[config.mk]
export PLATFORM = sky130hd
export DESIGN_NAME = mtest_seq
export DESIGN_NICKNAME = d
export VERILOG_FILES = /design/src/rtl/mt_pkg.sv /design/src/rtl/mt_ack_sync.sv /design/src/rtl/mt_addr_walk.sv /design/src/rtl/mt_err_port.sv /design/src/rtl/mt_span_cnt.sv /design/src/rtl/mtest_seq.sv
export SDC_FILE = /design/constraint.sdc
export NUM_CORES = 1
export LEC_CHECK = 0
export BUFFER_PORTS_ARGS = -buffer_cell sky130_fd_sc_hd__buf_2
export CAP_MARGIN = 20
export CORE_ASPECT_RATIO = 0.75
export CORE_MARGIN = 4
export CORE_UTILIZATION = 45
export DETAILED_ROUTE_END_ITERATION = 12
export PLACE_DENSITY = 0.71
export SETUP_SLACK_MARGIN = 0.3
export SKIP_CTS_REPAIR_TIMING = 1
export SYNTH_ARGS = -nofsm -noshare
export SYNTH_HDL_FRONTEND = slang
export SYNTH_SLANG_ARGS = --single-unit
[constraint.sdc]
create_clock -name clk -period 4.1 [get_ports clk]
set_input_delay 0.615 -clock clk [delete_from_list [all_inputs] [get_ports clk]]
set_output_delay 0.615 -clock clk [all_outputs]
set_load 0.05 [all_outputs]
[src/rtl/mt_pkg.sv]
package mt_pkg;

   typedef enum logic [3:0] {
      S_IDLE,
      S_CRST,
      S_REQ,
      S_WMREQ,
      S_WSTB,
      S_WREL,
      S_GAP,
      S_RMREQ,
      S_RSTB,
      S_RREL,
      S_CHECK,
      S_RELEASE
   } mt_state_e;

   // states in which the sequencer owns and drives the memory bus
   function automatic logic mt_owns_bus(mt_state_e s);
      return s inside {S_WMREQ, S_WSTB, S_WREL, S_GAP,
                       S_RMREQ, S_RSTB, S_RREL, S_CHECK};
   endfunction

   // states in which the memory request strobe is active
   function automatic logic mt_mreq_active(mt_state_e s);
      return s inside {S_WMREQ, S_WSTB, S_WREL, S_RMREQ, S_RSTB, S_RREL};
   endfunction

   // states in which the bus request is held
   function automatic logic mt_req_active(mt_state_e s);
      return s inside {S_REQ, S_WMREQ, S_WSTB, S_WREL, S_GAP,
                       S_RMREQ, S_RSTB, S_RREL, S_CHECK, S_RELEASE};
   endfunction

endpackage

[src/rtl/mt_ack_sync.sv]
module mt_ack_sync #(
   parameter int unsigned STAGES = 2
) (
   input  logic clk,
   input  logic rst_n,
   input  logic ack_n_async,
   output logic ack_seen
);

   generate
      if (STAGES == 0) begin : g_direct
         assign ack_seen = ~ack_n_async;
      end else begin : g_chain
         logic [STAGES-1:0] sh;
         always_ff @(posedge clk or negedge rst_n) begin
            if (!rst_n) sh <= '1;
            else        sh <= (sh << 1) | STAGES'(ack_n_async);
         end
         assign ack_seen = ~sh[STAGES-1];
      end
   endgenerate

endmodule

[src/rtl/mt_addr_walk.sv]
module mt_addr_walk #(
   parameter int unsigned HI_W   = 8,
   parameter int unsigned LO_W   = 8,
   parameter int unsigned DATA_W = 8,
   parameter logic [DATA_W-1:0] SEED = '0
) (
   input  logic              clk,
   input  logic              rst_n,
   input  logic              clear,
   input  logic              step,
   output logic [HI_W-1:0]   hi,
   output logic [LO_W-1:0]   lo,
   output logic [DATA_W-1:0] pattern,
   output logic              last
);

   always_ff @(posedge clk or negedge rst_n) begin
      if (!rst_n) begin
         lo      <= '0;
         hi      <= '0;
         pattern <= SEED;
      end else if (clear) begin
         lo      <= '0;
         hi      <= '0;
         pattern <= SEED;
      end else if (step) begin
         lo      <= lo + 1'b1;
         if (&lo) hi <= hi + 1'b1;
         pattern <= ~pattern;
      end
   end

   assign last = (&lo) & (&hi);

endmodule

[src/rtl/mt_err_port.sv]
module mt_err_port #(
   parameter int unsigned HI_W   = 8,
   parameter int unsigned LO_W   = 8,
   parameter int unsigned DATA_W = 8
) (
   input  logic              clk,
   input  logic              rst_n,
   input  logic              load,
   input  logic [HI_W-1:0]   in_hi,
   input  logic [LO_W-1:0]   in_lo,
   input  logic [DATA_W-1:0] in_exp,
   input  logic [DATA_W-1:0] in_got,
   input  logic              ready,
   output logic              valid,
   output logic              busy,
   output logic [HI_W-1:0]   out_hi,
   output logic [LO_W-1:0]   out_lo,
   output logic [DATA_W-1:0] out_exp,
   output logic [DATA_W-1:0] out_got
);

   always_ff @(posedge clk or negedge rst_n) begin
      if (!rst_n) begin
         valid   <= 1'b0;
         out_hi  <= '0;
         out_lo  <= '0;
         out_exp <= '0;
         out_got <= '0;
      end else if (load) begin
         valid   <= 1'b1;
         out_hi  <= in_hi;
         out_lo  <= in_lo;
         out_exp <= in_exp;
         out_got <= in_got;
      end else if (valid && ready) begin
         valid   <= 1'b0;
      end
   end

   // a new entry fits when the slot is empty or is being emptied this cycle
   assign busy = valid & ~ready;

endmodule

[src/rtl/mt_span_cnt.sv]
module mt_span_cnt #(
   parameter int unsigned W = 32
) (
   input  logic         clk,
   input  logic         rst_n,
   input  logic         clear,
   input  logic         en,
   output logic [W-1:0] count
);

   always_ff @(posedge clk or negedge rst_n) begin
      if (!rst_n)      count <= '0;
      else if (clear)  count <= '0;
      else if (en)     count <= count + 1'b1;
   end

endmodule

[src/rtl/mtest_seq.sv]
module mtest_seq
   import mt_pkg::*;
#(
   parameter int unsigned ADDR_W      = 16,
   parameter int unsigned DATA_W      = 8,
   parameter int unsigned SEED        = 'h55,
   parameter int unsigned RST_CYC     = 4,
   parameter int unsigned STB_CYC     = 2,
   parameter int unsigned SYNC_STAGES = 2,
   parameter int unsigned CNT_W       = 32
) (
   input  logic                       clk,
   input  logic                       rst_n,
   input  logic                       start,
   output logic                       done,
   output logic                       pass,
   output logic [CNT_W-1:0]           elapsed,
   output logic                       cpu_rst_n,
   output logic                       busreq_n,
   input  logic                       busack_n,
   output logic                       bus_oe,
   output logic [ADDR_W-1:0]          addr,
   output logic                       mreq_n,
   output logic                       rd_n,
   output logic                       wr_n,
   output logic                       d_oe,
   output logic [DATA_W-1:0]          d_o,
   input  logic [DATA_W-1:0]          d_i,
   output logic                       err_valid,
   input  logic                       err_ready,
   output logic [ADDR_W/2-1:0]        err_hi,
   output logic [ADDR_W-ADDR_W/2-1:0] err_lo,
   output logic [DATA_W-1:0]          err_exp,
   output logic [DATA_W-1:0]          err_got
);

   localparam int unsigned HI_W = ADDR_W / 2;
   localparam int unsigned LO_W = ADDR_W - HI_W;
   localparam int unsigned TMAX = (RST_CYC > STB_CYC) ? RST_CYC : STB_CYC;
   localparam int unsigned TW   = $clog2(TMAX + 1);
   localparam logic [DATA_W-1:0] SEED_V = DATA_W'(SEED);
   localparam logic [TW-1:0] RST_LD = TW'(RST_CYC - 1);
   localparam logic [TW-1:0] STB_LD = TW'(STB_CYC - 1);

   // elaboration-time parameter checks
   generate
      if (ADDR_W < 2) begin : g_bad_addr
         $error("mtest_seq: ADDR_W must be at least 2");
      end
      if (DATA_W < 1) begin : g_bad_data
         $error("mtest_seq: DATA_W must be at least 1");
      end
      if (RST_CYC < 1 || STB_CYC < 1) begin : g_bad_cyc
         $error("mtest_seq: RST_CYC and STB_CYC must be at least 1");
      end
      if (CNT_W <= ADDR_W + $clog2(2 * STB_CYC + 6)) begin : g_bad_cnt
         $error("mtest_seq: CNT_W too narrow for a stall-free run");
      end
   endgenerate

   mt_state_e         state;
   logic [TW-1:0]     tick;
   logic [DATA_W-1:0] rd_q;
   logic              done_q;
   logic              err_seen;

   logic              ack_seen;
   logic [HI_W-1:0]   a_hi;
   logic [LO_W-1:0]   a_lo;
   logic [DATA_W-1:0] pattern;
   logic              last;
   logic              rep_busy;
   logic              mism;
   logic              advance;
   logic              walk_clr;
   logic              walk_step;
   logic              rep_load;
   logic              own;

   mt_ack_sync #(.STAGES(SYNC_STAGES)) u_sync (
      .clk         (clk),
      .rst_n       (rst_n),
      .ack_n_async (busack_n),
      .ack_seen    (ack_seen)
   );

   mt_addr_walk #(.HI_W(HI_W), .LO_W(LO_W), .DATA_W(DATA_W), .SEED(SEED_V)) u_walk (
      .clk     (clk),
      .rst_n   (rst_n),
      .clear   (walk_clr),
      .step    (walk_step),
      .hi      (a_hi),
      .lo      (a_lo),
      .pattern (pattern),
      .last    (last)
   );

   mt_err_port #(.HI_W(HI_W), .LO_W(LO_W), .DATA_W(DATA_W)) u_rep (
      .clk     (clk),
      .rst_n   (rst_n),
      .load    (rep_load),
      .in_hi   (a_hi),
      .in_lo   (a_lo),
      .in_exp  (pattern),
      .in_got  (rd_q),
      .ready   (err_ready),
      .valid   (err_valid),
      .busy    (rep_busy),
      .out_hi  (err_hi),
      .out_lo  (err_lo),
      .out_exp (err_exp),
      .out_got (err_got)
   );

   mt_span_cnt #(.W(CNT_W)) u_time (
      .clk   (clk),
      .rst_n (rst_n),
      .clear (walk_clr),
      .en    (own),
      .count (elapsed)
   );

   assign mism      = (rd_q != pattern);
   assign advance   = ~(mism & rep_busy);
   assign walk_clr  = (state == S_IDLE) & start;
   assign walk_step = (state == S_CHECK) & advance & ~last;
   assign rep_load  = (state == S_CHECK) & mism & advance;
   assign own       = mt_owns_bus(state);

   always_ff @(posedge clk or negedge rst_n) begin
      if (!rst_n) begin
         state    <= S_IDLE;
         tick     <= '0;
         rd_q     <= '0;
         done_q   <= 1'b0;
         err_seen <= 1'b0;
      end else begin
         case (state)
            S_IDLE: begin
               if (start) begin
                  state    <= S_CRST;
                  tick     <= RST_LD;
                  done_q   <= 1'b0;
                  err_seen <= 1'b0;
               end
            end
            S_CRST: begin
               if (tick == '0) state <= S_REQ;
               else            tick  <= tick - 1'b1;
            end
            S_REQ: begin
               if (ack_seen) state <= S_WMREQ;
            end
            S_WMREQ: begin
               state <= S_WSTB;
               tick  <= STB_LD;
            end
            S_WSTB: begin
               if (tick == '0) state <= S_WREL;
               else            tick  <= tick - 1'b1;
            end
            S_WREL:  state <= S_GAP;
            S_GAP:   state <= S_RMREQ;
            S_RMREQ: begin
               state <= S_RSTB;
               tick  <= STB_LD;
            end
            S_RSTB: begin
               if (tick == '0) begin
                  rd_q  <= d_i;
                  state <= S_RREL;
               end else begin
                  tick  <= tick - 1'b1;
               end
            end
            S_RREL:  state <= S_CHECK;
            S_CHECK: begin
               if (advance) begin
                  if (mism) err_seen <= 1'b1;
                  state <= last ? S_RELEASE : S_WMREQ;
               end
            end
            S_RELEASE: begin
               state  <= S_IDLE;
               done_q <= 1'b1;
            end
            default: state <= S_IDLE;
         endcase
      end
   end

   // pin decode
   assign cpu_rst_n = (state != S_CRST);
   assign busreq_n  = ~mt_req_active(state);
   assign bus_oe    = own;
   assign addr      = {a_hi, a_lo};
   assign mreq_n    = ~mt_mreq_active(state);
   assign wr_n      = (state != S_WSTB);
   assign rd_n      = (state != S_RSTB);
   assign d_oe      = state inside {S_WMREQ, S_WSTB, S_WREL};
   assign d_o       = pattern;
   assign done      = done_q;
   assign pass      = done_q & ~err_seen;

endmodule

=== Yosys cells after proc, flatten, opt, wreduce, memory -nomap -nowiden ===
Index checks and enable logic that the tools add are counted.

* Register bits: 108
* Word-level logic and storage cells: 110

* Mux-type cells: 27
* Bitwise logic cells: 17
* $add $sub $neg: 4
* Equal/unequal tests: 23
* Reduce and logical (&&, ||, !) cells: 24

{| class="wikitable"
|+ Operators with widths
! operator !! number
|-
| $mux 32 || 2
|-
| $mux 8 || 7
|-
| $pmux 4 s11 || 1
|-
| $add 32x1->32 const B || 1
|-
| $mux 4 || 7
|-
| $add 8x1->8 const B || 2
|-
| $eq 4x3->1 const B || 4
|-
| $eq 4x4->1 const B || 4
|-
| $reduce_and 8->1 || 2
|-
| $ne 2x2->1 const B || 6
|-
| $reduce_bool 2->1 || 6
|-
| $reduce_bool 10->1 || 1
|-
| $and 1x1->1 || 9
|-
| $pmux 3 s3 || 1
|-
| $eq 4x2->1 const B || 2
|-
| $ne 8x8->1 || 1
|-
| $not 8->8 || 1
|-
| $reduce_bool 8->1 || 1
|-
| $mux 3 || 2
|-
| $not 1->1 || 6
|-
| $reduce_and 2->1 || 3
|-
| $reduce_and 6->1 || 1
|-
| $reduce_bool 3->1 || 2
|-
| $reduce_bool 6->1 || 1
|-
| other kinds (16) || 22
|}

=== Depth between registers and ports, before layout ===
Gate-level depths: netlist of the first run.

* Depth in word-level cells: 8
* Depth in mapped cells: 7
* Gate-level depth less buffers: 6

=== Cells and area by module ===
Synthesis of the first run repeated with hierarchy kept, for this count alone.

* Cells, all modules: 473
* Area total of the unflattened synthesis: 5391.4 um2

{| class="wikitable"
|+ By module, submodules not included
! module !! cells each !! times used !! area each (um2)
|-
| mt_span_cnt || 176 || 1 || 1680.4
|-
| mt_err_port || 71 || 1 || 1378.8
|-
| mt_addr_walk || 109 || 1 || 1149.9
|-
| mtest_seq || 114 || 1 || 1126.1
|-
| mt_ack_sync || 3 || 1 || 56.3
|}

=== Worst setup path before layout of the first run ===
No wires, ideal clock.

* Path type: register to output
* Start point: reg state[0]
* End point: out d_oe
* Path buffers: 2
* Required time: 3.485 ns
* Cell stages (with the launch flop): 7
* Data arrival time: 1.625 ns
* Path slack: 1.860 ns
* Path through: dfrtp_1 > buf_4 > clkbuf_1 > nand2_1 > nor2_1 > nor2_1 > nor2_1

* Cells in the longest elaborated chain, start to end: 2

{| class="wikitable"
|+ Ends and longest elaborated chain
! element !! RTL line !! RTL
|-
| from (decl) || mtest_seq.sv:61 || <nowiki>mt_state_e state;</nowiki>
|-
| from (signal assigned) || mtest_seq.sv:180 || <nowiki>state <= last ? S_RELEASE : S_WMREQ;</nowiki>
|-
| $eq 4x2->1 / $eq 4x3->1 (equally long branches) || mtest_seq.sv:200 || <nowiki>assign d_oe = state inside {S_WMREQ, S_WSTB, S_WREL};</nowiki>
|-
| $reduce_bool 3->1 (*) || mtest_seq.sv:200 ||
|-
| to (decl) || mtest_seq.sv:26 || <nowiki>output logic d_oe,</nowiki>
|}

Every way passes the cells marked *; elsewhere a longest branch is shown, timed or not.

=== Worst setup path after layout of the first run ===
* Start point: reg state[0]
* End point: reg u_time.count[29]

* Cells in the longest elaborated chain, start to end: 3

{| class="wikitable"
|+ Ends and longest elaborated chain
! element !! RTL line !! RTL
|-
| $eq 4x2->1 (tied with other cells) || mt_pkg.sv:20 || <nowiki>return s inside {S_WMREQ, S_WSTB, S_WREL, S_GAP,</nowiki>
|-
| $reduce_bool 8->1 / $and 1x1->1 (equally long branches) || mt_pkg.sv:20, mtest_seq.sv:125 ||
|-
| $reduce_bool 2->1 (no line) / $mux 32 (equally long branches) || -- ||
|-
| to (signal assigned) || mt_span_cnt.sv:14 || <nowiki>else if (en) count <= count + 1'b1;</nowiki>
|-
| to (decl) || mt_span_cnt.sv:8 || <nowiki>output logic [W-1:0] count</nowiki>
|}

Several ways; a longest one is shown, not always the timed one.
A chain may end at the register's enable or synchronous reset.

==> results.py, run 1 <==
metrics = {
    "power": {
        "leakage_nw": 3.00,
        "peakVddDrop_uv": 530,
        "power_density_nw_per_um2": 811,
    },
    "logic_synthesis": {
        "synth_edf_count": 0,
        "synth_top_flop_cell": "dfrtp_1",
        "synth_top_area_cell": "dfrtp_1",
        "avgSynthCellArea_um2": 10.7,
        "yosysTopAreaCellShare_pct": 48.4,
        "synth_fp_nets": 512,
        "synth_cells": 494,
        "ys_async_sr_fraction_pct": 100,
        "yosysUniqueCellTypes": 57,
        "yosysSeqAreaShare_pct": 51.4,
        "synth_most_common_cell": "dfrtp_1",
        "synth_common_cells": "dfrtp_1, a21oi_1, mux2_2",
        "yosys_register_bits": 108,
        "ys.warnings.count": 0,
        "netlist_area_um2": 5270,
        "synth.area.top_cells": "dfrtp_1, mux2_2, a21oi_1",
    },
    "cts": {
        "cts_tree": "done",
        "htreeDepth": 3,
        "clkTransAtPathRegs_ps": 70,
        "insertion_delay_ps": 340,
        "cts.sinks": 108,
        "cts.path.max_buffers": 2,
        "clockRootBuffer": "clkbuf_16",
        "cts_buffers": 9,
    },
    "sta": {
        "fin_crit_sh_pct": 66.7,
        "drv_slew": 0,
        "max-slew-margin-rel_pct": 47.4,
        "fin_crit_ps": 2740,
        "tns_ps": 0,
        "rsz0062_at_grt": "false",
        "fin_ws_ps": 1360,
        "fin_worst_skew_ps": 7.92,
        "worst-slew-pin-transition_ps": 790,
        "setup_viol": 0,
        "fmax_mhz": 366,
        "hold_viol": 0,
    },
    "detailed_routing": {
        "ant_nets": 0,
        "firstDrtPassIters": 4,
        "top_layer": "met4",
        "num_vias": 4186,
        "wire_per_inst_um": 16.4,
        "drt-total-wl_mm": 12.4,
        "met3_length_um": 484,
        "m1WireLength_mm": 6.09,
        "drc": 0,
        "met2_length_mm": 5.68,
        "vias_per_cell": 5.54,
        "initialDrtViolationCount": 336,
    },
    "floorplanning": {
        "die_h_um": 102,
        "std_cell_rows": 33,
        "start_util_pct": 47.1,
        "die_area_um2": 13500,
        "die_w_um": 133,
        "design.core.area_um2": 11200,
        "io_pins": 111,
    },
    "cells_and_area": {
        "fillers": 999,
        "fin_nets": 612,
        "stdcell_count": 756,
        "antenna_cells": 0,
        "drive_above_1_share_pct": 31.7,
        "syn2layout_area_growth_pct": 19.2,
        "seq_area_um2": 2710,
        "multi_input_area_um2": 2370,
    },
    "global_route": {
        "grt_max_degree": 87,
        "grt_pass1_vias": 3875,
        "grt_use_total_pct": 18.2,
        "grt_first_pass_wirelength_mm": 20.0,
        "grt_overflow_total": 0,
        "antenna_found_initial": 0,
    },
    "place": {
        "dp_cells": 739,
        "dpl.hpwl_mm": 8.77,
        "gp_congestion": 0.867,
        "pre_cts_ws_ps": 1430,
        "port-buffer-count": 110,
    },
    "critical_path": {
        "endpoint_kind": "flop",
        "critPathArrivalTime_ps": 3000,
        "worstSetupPathType": "reg2reg",
        "cp.required_ps": 4360,
        "critPathLaunchType": "flop",
        "crit_fanout": 16,
    },
    "job": {
        "cap_violations": 0,
    },
    "worst_hold_path": {
        "hp-class": "in2async",
    },
    "run_status": {
        "outcome": "finished clean",
    },
}
-- critical path, cell delays in order (launching register included) --
cell	delay, ps
dfrtp_1	620
a21oi_1	180
xnor2_2	570
nand4_1	570
or4_1	560
a21oi_1	160
-- cell families after synthesis --
group | share of synthesized area [%]
buffers and inverters | 3.65
XOR/XNOR | 3.46
adder cells (fa/ha/maj) | 1.19
AO/OA/AOI/OAI | 11.6
AND/OR/NAND/NOR | 18.5
flip-flops | 51.4
multiplexers | 10.2
-- stage by stage --
stage          total power, mW  hold slack (ps)  cell area (um^2)  utilization (%)
2_1_floorplan             3.55              319              5270                -
3_3_place_gp              4.05              346              5900             52.8
3_5_place_dp              4.11              356              5900             52.8
4_1_cts                   5.13              363              6260             55.9
5_1_grt                   5.36              129              6280             56.2
6_report                  5.10              130              6280             56.2
-- report_power, final --
group	internal (mW)	switching (mW)
clock	0.630	0.373
combinational	0.653	1.66
sequential	1.41	0.367
total	2.69	2.41
-- metal layers --
metal,track usage (%),up-vias
li1,-,2003
met1,26.4,2077
met2,28.7,100
met3,3.33,6
met4,4.55,0
met5,0,-
-- sequential cells by signal (all words and copies together), names as in the netlist --
register,cells
u_time.count,32
rd_q,8
u_rep.out_exp,8
u_rep.out_got,8
u_rep.out_hi,8
u_rep.out_lo,8
u_walk.hi,8
u_walk.lo,8
u_walk.pattern,8
state,4
tick,3
u_sync.g_chain.sh,2
done,1
err_seen,1
u_rep.valid,1
-- cells in the final DEF (no fill, tap or decap), drive strengths merged, types with 4 or more instances in the layout --
master	instances
o211ai	7
a221o	5
nand3	22
nand4	18
buf	115
nor3	7
and3	7
nor2b	6
mux2	41
ha	5
o21ai	33
or3	22
dfstp	6
or2	4
clkbuf	12
o31ai	11
inv	12
a21oi	37
mux2i	5
xor2	8
xnor2	12
dfrtp	102
and4	6
or4	6
nand2	31
nor2	31
-- path summary, 6_finish.rpt --
kind / cells past startpoint / endpoint / start / slack (ps)
setup / recovery: 5 / u_time.count[29] / state[0] / 1360
hold / removal: 1 / u_rep.out_lo[4] / rst_n / 130
setup reg to reg: 5 / u_time.count[29] / state[0] / 1360
hold reg to reg: 0 / u_sync.g_chain.sh[1] / u_sync.g_chain.sh[0] / 360
max in group asynchronous: 3 / u_time.count[16] / rst_n / 3000
min in group clk: 0 / u_sync.g_chain.sh[1] / u_sync.g_chain.sh[0] / 360
-- final cells by class --
class | instances | area share [%]
repair buffers | 115 | 9.72
inverters | 12 | 0.717
flip-flops and latches | 108 | 43.1
multi-input cells | 348 | 37.7
well taps | 157 | 3.13
clock buffers | 12 | 4.08
clock inverters | 4 | 1.51
Note: power is estimated with default switching activity, not from simulation.
==> run 2, diff against run 1 <==
clock period = 2.7 ns   (was 4.1 ns; I/O delays follow)
==> run 2 against run 1 <==
Against the previous run:
- combinational power rose by 55%
- routed wire length rose by 1.1%
- non-clock buffer count rose by 9
- first-iteration DRC count fell by 10%
- critical path type is now reg2out
==> results.py, run 2 (same netlist as run 1, synthesis figures left out) <==
metrics = {
    "power": {
        "p_switching_mw": 3.64,
        "leakage_nw": 3.01,
        "p_int_mw": 3.90,
        "power_density_nw_per_um2": 1200,
        "p_total_mw": 7.55,
        "peakVddDrop_uv": 612,
        "p_comb_share_pct": 47.6,
        "swShare_pct": 48.3,
        "seqPwrFrac_pct": 35.6,
        "power_frac_clock_pct": 16.8,
    },
    "critical_path": {
        "cp.required_ps": 2300,
        "endpoint_kind": "output pin",
        "crit_fanout": 15,
        "critPathArrivalTime_ps": 1850,
        "reg2regPathDepth": 5,
        "critPathLaunchType": "flop",
        "worstSetupPathType": "reg2out",
    },
    "cells_and_area": {
        "antenna_cells": 0,
        "syn2layout_area_growth_pct": 19.6,
        "final_cell_mix": "buf_2, dfrtp_1, a21oi_1, mux2_2, nor2_1",
        "fin_nets": 621,
        "multi_input_area_um2": 2370,
        "seq_area_um2": 2710,
        "stdcell_count": 765,
        "fillers": 985,
        "top_register": "u_time.count",
        "final_common_cell": "buf_2",
        "largest_register_ffs": 32,
        "drive_above_1_share_pct": 33.1,
    },
    "global_route": {
        "grt_max_degree": 59,
        "grt_pass1_vias": 4003,
        "grt_first_pass_wirelength_mm": 20.7,
        "grt_overflow_total": 0,
        "grt_use_total_pct": 18.8,
        "antenna_found_initial": 0,
    },
    "place": {
        "dpl.hpwl_mm": 9.00,
        "port-buffer-count": 110,
        "gp_congestion": 0.856,
        "dp_cells": 747,
    },
    "sta": {
        "drv_slew": 0,
        "fmax_mhz": 444,
        "setup_viol": 0,
        "tns_ps": 0,
        "worst-slew-pin-transition_ps": 761,
        "hold_viol": 0,
        "fin_crit_ps": 2250,
        "fin_crit_sh_pct": 83.4,
        "rsz0062_at_grt": "false",
        "max-slew-margin-rel_pct": 49.2,
        "fin_worst_skew_ps": 6.54,
    },
    "cts": {
        "clkTransAtPathRegs_ps": 70,
        "cts_tree": "done",
        "insertion_delay_ps": 340,
        "cts.path.max_buffers": 2,
        "htreeDepth": 3,
        "clockRootBuffer": "clkbuf_16",
        "cts_buffers": 9,
        "cts.sinks": 108,
    },
    "worst_hold_path": {
        "hp-class": "in2async",
    },
    "detailed_routing": {
        "vias_per_cell": 5.58,
        "ant_nets": 0,
        "initialDrtViolationCount": 302,
        "drt-total-wl_mm": 12.5,
        "firstDrtPassIters": 5,
        "drc": 0,
        "wire_per_inst_um": 16.4,
        "num_vias": 4272,
    },
    "job": {
        "cap_violations": 0,
    },
    "floorplanning": {
        "std_cell_rows": 33,
        "die_area_um2": 13500,
        "design.core.area_um2": 11200,
        "die_w_um": 133,
        "start_util_pct": 47.1,
        "die_h_um": 102,
        "io_pins": 111,
    },
    "run_status": {
        "outcome": "finished clean",
    },
}
## run 2: changes by cell type in the layout (fill, tap and decap cells not counted), moves of 2 or more
cell       before  now
buf_12          0    2
buf_4           5   13
bufinv_16       3    0
clkbuf_8        2    4
dfrtp_1       102  100
dfrtp_2         0    2
## run 2: worst max-delay path: stages (launching register included)
cell	delay (ps)
dfrtp_1	590
a21oi_1	130
xnor2_2	270
buf_4	230
buf_2	280
## run 2: metrics by stage
step / utilization, % / worst slack (ps) / cell area, um^2 / hold slack, ps
floorplan: - / 471 / 5270 / 109
global placement: 53.5 / 544 / 5990 / 347
detailed placement: 53.5 / 456 / 5990 / 354
CTS: 56.1 / 400 / 6280 / 153
global route: 56.3 / 311 / 6300 / 147
finish: 56.3 / 449 / 6300 / 139
## run 2: final timing paths
| kind | from | to | slack, ps |
|---|---|---|---|
| worst min register to register | u_sync.g_chain.sh[0] | u_sync.g_chain.sh[1] | 360 |
| worst min-delay path | rst_n | u_rep.out_hi[1] | 140 |
| worst max-delay path | state[2] | bus_oe | 450 |
| min in group clk | busack_n | u_sync.g_chain.sh[0] | 160 |
| max in group asynchronous | rst_n | u_time.count[15] | 1860 |
| worst max register to register | state[2] | u_walk.lo[0] | 500 |
## run 2: per-layer routing
metal / part of all wire, % / up-vias / GRT usage [%]
li1: - / 2016 / -
met1: 47 / 2114 / 27.2
met2: 46 / 127 / 28.6
met3: 5.7 / 15 / 4.57
met4: 1.3 / 0 / 4.79
met5: 0 / - / 0
## run 2: final cells by class
class | count | area share, %
flip-flops and latches | 108 | 43.0
clock buffers | 15 | 4.56
clock inverters | 1 | 0.0794
well taps | 157 | 3.12
multi-input cells | 348 | 37.7
inverters | 12 | 0.714
repair buffers | 124 | 10.8
## run 2: power groups by stage
stage / combinational (mW) / clock [mW] / sequential, mW
floorplan: 1.52 / 0 / 3.88
global placement: 3.53 / 0 / 2.67
detailed placement: 3.59 / 0 / 2.70
CTS: 3.61 / 1.31 / 2.68
global route: 3.83 / 1.38 / 2.77
finish: 3.59 / 1.27 / 2.69
==> run 3, diff against run 2 <==
clock period = 2.2 ns   (was 2.7 ns; I/O delays follow)
==> run 3 against run 2 <==
Against the previous run:
- utilization rose by 6.4 points
- global-route usage grew 1.1 points
- non-clock buffer count is 48 higher
- total power increased by 33%
- register-to-register slack worse by 310 ps
- sequential power up 22%
- routed wire length grew 15%
- sequential cell count did not move
- setup slack lost 260 ps
- final cell count rose by 6.5%
- critical endpoint is now u_rep.out_exp[2]
- highest routed layer unchanged
==> results.py, run 3 (same netlist as run 1, synthesis figures left out) <==
metrics = {
    "run_status": {
        "outcome": "finished clean",
    },
    "power": {
        "power_frac_clock_pct": 15.5,
        "leakage_nw": 3.28,
        "p_total_mw": 10.0,
        "p_int_mw": 5.21,
        "p_comb_share_pct": 51.8,
        "swShare_pct": 47.9,
        "p_switching_mw": 4.80,
        "seqPwrFrac_pct": 32.6,
        "peakVddDrop_uv": 1160,
        "power_density_nw_per_um2": 1430,
    },
    "global_route": {
        "grt_max_degree": 41,
        "grt_first_pass_wirelength_mm": 21.7,
        "grt_use_total_pct": 19.9,
        "antenna_found_initial": 0,
        "grt_pass1_vias": 4238,
        "grt_overflow_total": 0,
    },
    "sta": {
        "rsz0062_at_grt": "true",
        "drv_slew": 0,
        "hold_viol": 0,
        "setup_viol": 0,
        "tns_ps": 0,
        "max-slew-margin-rel_pct": 67.0,
        "fin_crit_sh_pct": 91.4,
        "fmax_mhz": 497,
        "fin_worst_skew_ps": 8.61,
        "fin_crit_ps": 2010,
        "worst-slew-pin-transition_ps": 489,
    },
    "floorplanning": {
        "design.core.area_um2": 11200,
        "die_h_um": 102,
        "die_w_um": 133,
        "die_area_um2": 13500,
        "start_util_pct": 47.1,
        "io_pins": 111,
        "std_cell_rows": 33,
    },
    "cts": {
        "cts_tree": "done",
        "clkTransAtPathRegs_ps": 70,
        "htreeDepth": 3,
        "insertion_delay_ps": 350,
        "cts.path.max_buffers": 2,
        "clockRootBuffer": "clkbuf_16",
        "cts_buffers": 9,
        "cts.sinks": 108,
    },
    "detailed_routing": {
        "num_vias": 4576,
        "drt-total-wl_mm": 14.4,
        "vias_per_cell": 5.61,
        "initialDrtViolationCount": 292,
        "drc": 0,
        "ant_nets": 0,
        "wire_per_inst_um": 17.6,
        "firstDrtPassIters": 6,
    },
    "cells_and_area": {
        "top_register": "u_time.count",
        "fin_nets": 671,
        "final_cell_mix": "buf_2, dfrtp_1, buf_4, dfrtp_2",
        "antenna_cells": 0,
        "drive_above_1_share_pct": 47.9,
        "largest_register_ffs": 32,
        "syn2layout_area_growth_pct": 33.1,
        "final_common_cell": "buf_2",
    },
    "worst_hold_path": {
        "hp-class": "in2reg",
    },
    "critical_path": {
        "crit_slowest_cell": "dfstp_2",
        "worstSetupPathType": "reg2reg",
        "crit_family": "simple AND/OR/NAND/NOR gates",
        "critPathArrivalTime_ps": 2240,
        "worst-path-buf-inv": 1,
        "endpoint_kind": "flop",
        "cp_slowest_stage_delay_ps": 580,
        "cp.required_ps": 2430,
        "path_cells": "xnor2_2 > nand4_1 > nor2_2 > or3_4 > clkbuf_16 > mux2_2",
        "critPathLaunchType": "flop",
        "crit_fanout": 8,
    },
    "job": {
        "cap_violations": 0,
    },
    "place": {
        "port-buffer-count": 110,
        "gp_congestion": 0.858,
        "dpl.hpwl_mm": 9.38,
    },
}
run 3: path summary, 6_finish.rpt:
| kind | from | to | slack [ps] | cells past startpoint |
|---|---|---|---|---|
| setup / recovery | u_walk.pattern[0] | u_rep.out_exp[2] | 190 | 6 |
| hold / removal | busack_n | u_sync.g_chain.sh[0] | 80 | 1 |
| setup reg to reg | u_walk.pattern[0] | u_rep.out_exp[2] | 190 | 6 |
| hold reg to reg | u_sync.g_chain.sh[0] | u_sync.g_chain.sh[1] | 360 | 0 |
| max in group asynchronous | rst_n | u_walk.pattern[4] | 1060 | 3 |
| min in group asynchronous | rst_n | u_rep.out_lo[7] | 490 | 2 |
run 3: worst reg2reg max path, delay by kind of cell (launching register included):
kind	cells	cell delay, ps
xor+xnor	1	120
flops	1	580
buf+inv	1	180
simple gates	3	680
mux	1	340
run 3: stage by stage:
step	setup WS, ps	util, %	instance area, um^2	hold WS [ps]	std cells
after floorplan	211	-	5380	34.4	494
after global placement	243	55.2	6170	324	758
after detailed placement	195	55.2	6170	329	758
after CTS	145	57.7	6450	-45.6	774
after global routing	107	62.7	7020	64.9	815
final	189	62.7	7020	80.5	815
run 3: power by group through the flow:
stage,sequential [mW],clock (mW),combinational [mW]
after floorplan,4.80,0,1.91
after global placement,3.24,0,4.53
after detailed placement,3.28,0,4.61
after CTS,3.25,1.58,4.63
after global routing,3.35,1.67,5.52
final,3.27,1.55,5.19
run 3: final cells by class:
class | instances | area [um^2]
fill | 916 | 4170
sequential | 108 | 2750
multi-input combinational | 350 | 2590
timing repair buffer | 172 | 1150
clock buffer | 12 | 256
tap | 157 | 196
inverter | 12 | 45.0
clock inverter | 4 | 23.8
run 3: per-layer routing:
metal	vias up	GRT usage, %	part of all wire [%]	wire, um
met5	-	0	0	0
met4	0	6.55	2.0	288
met3	31	4.62	4.7	680
met2	136	31.5	47	6790
met1	2284	27.5	46	6610
li1	2125	-	-	-
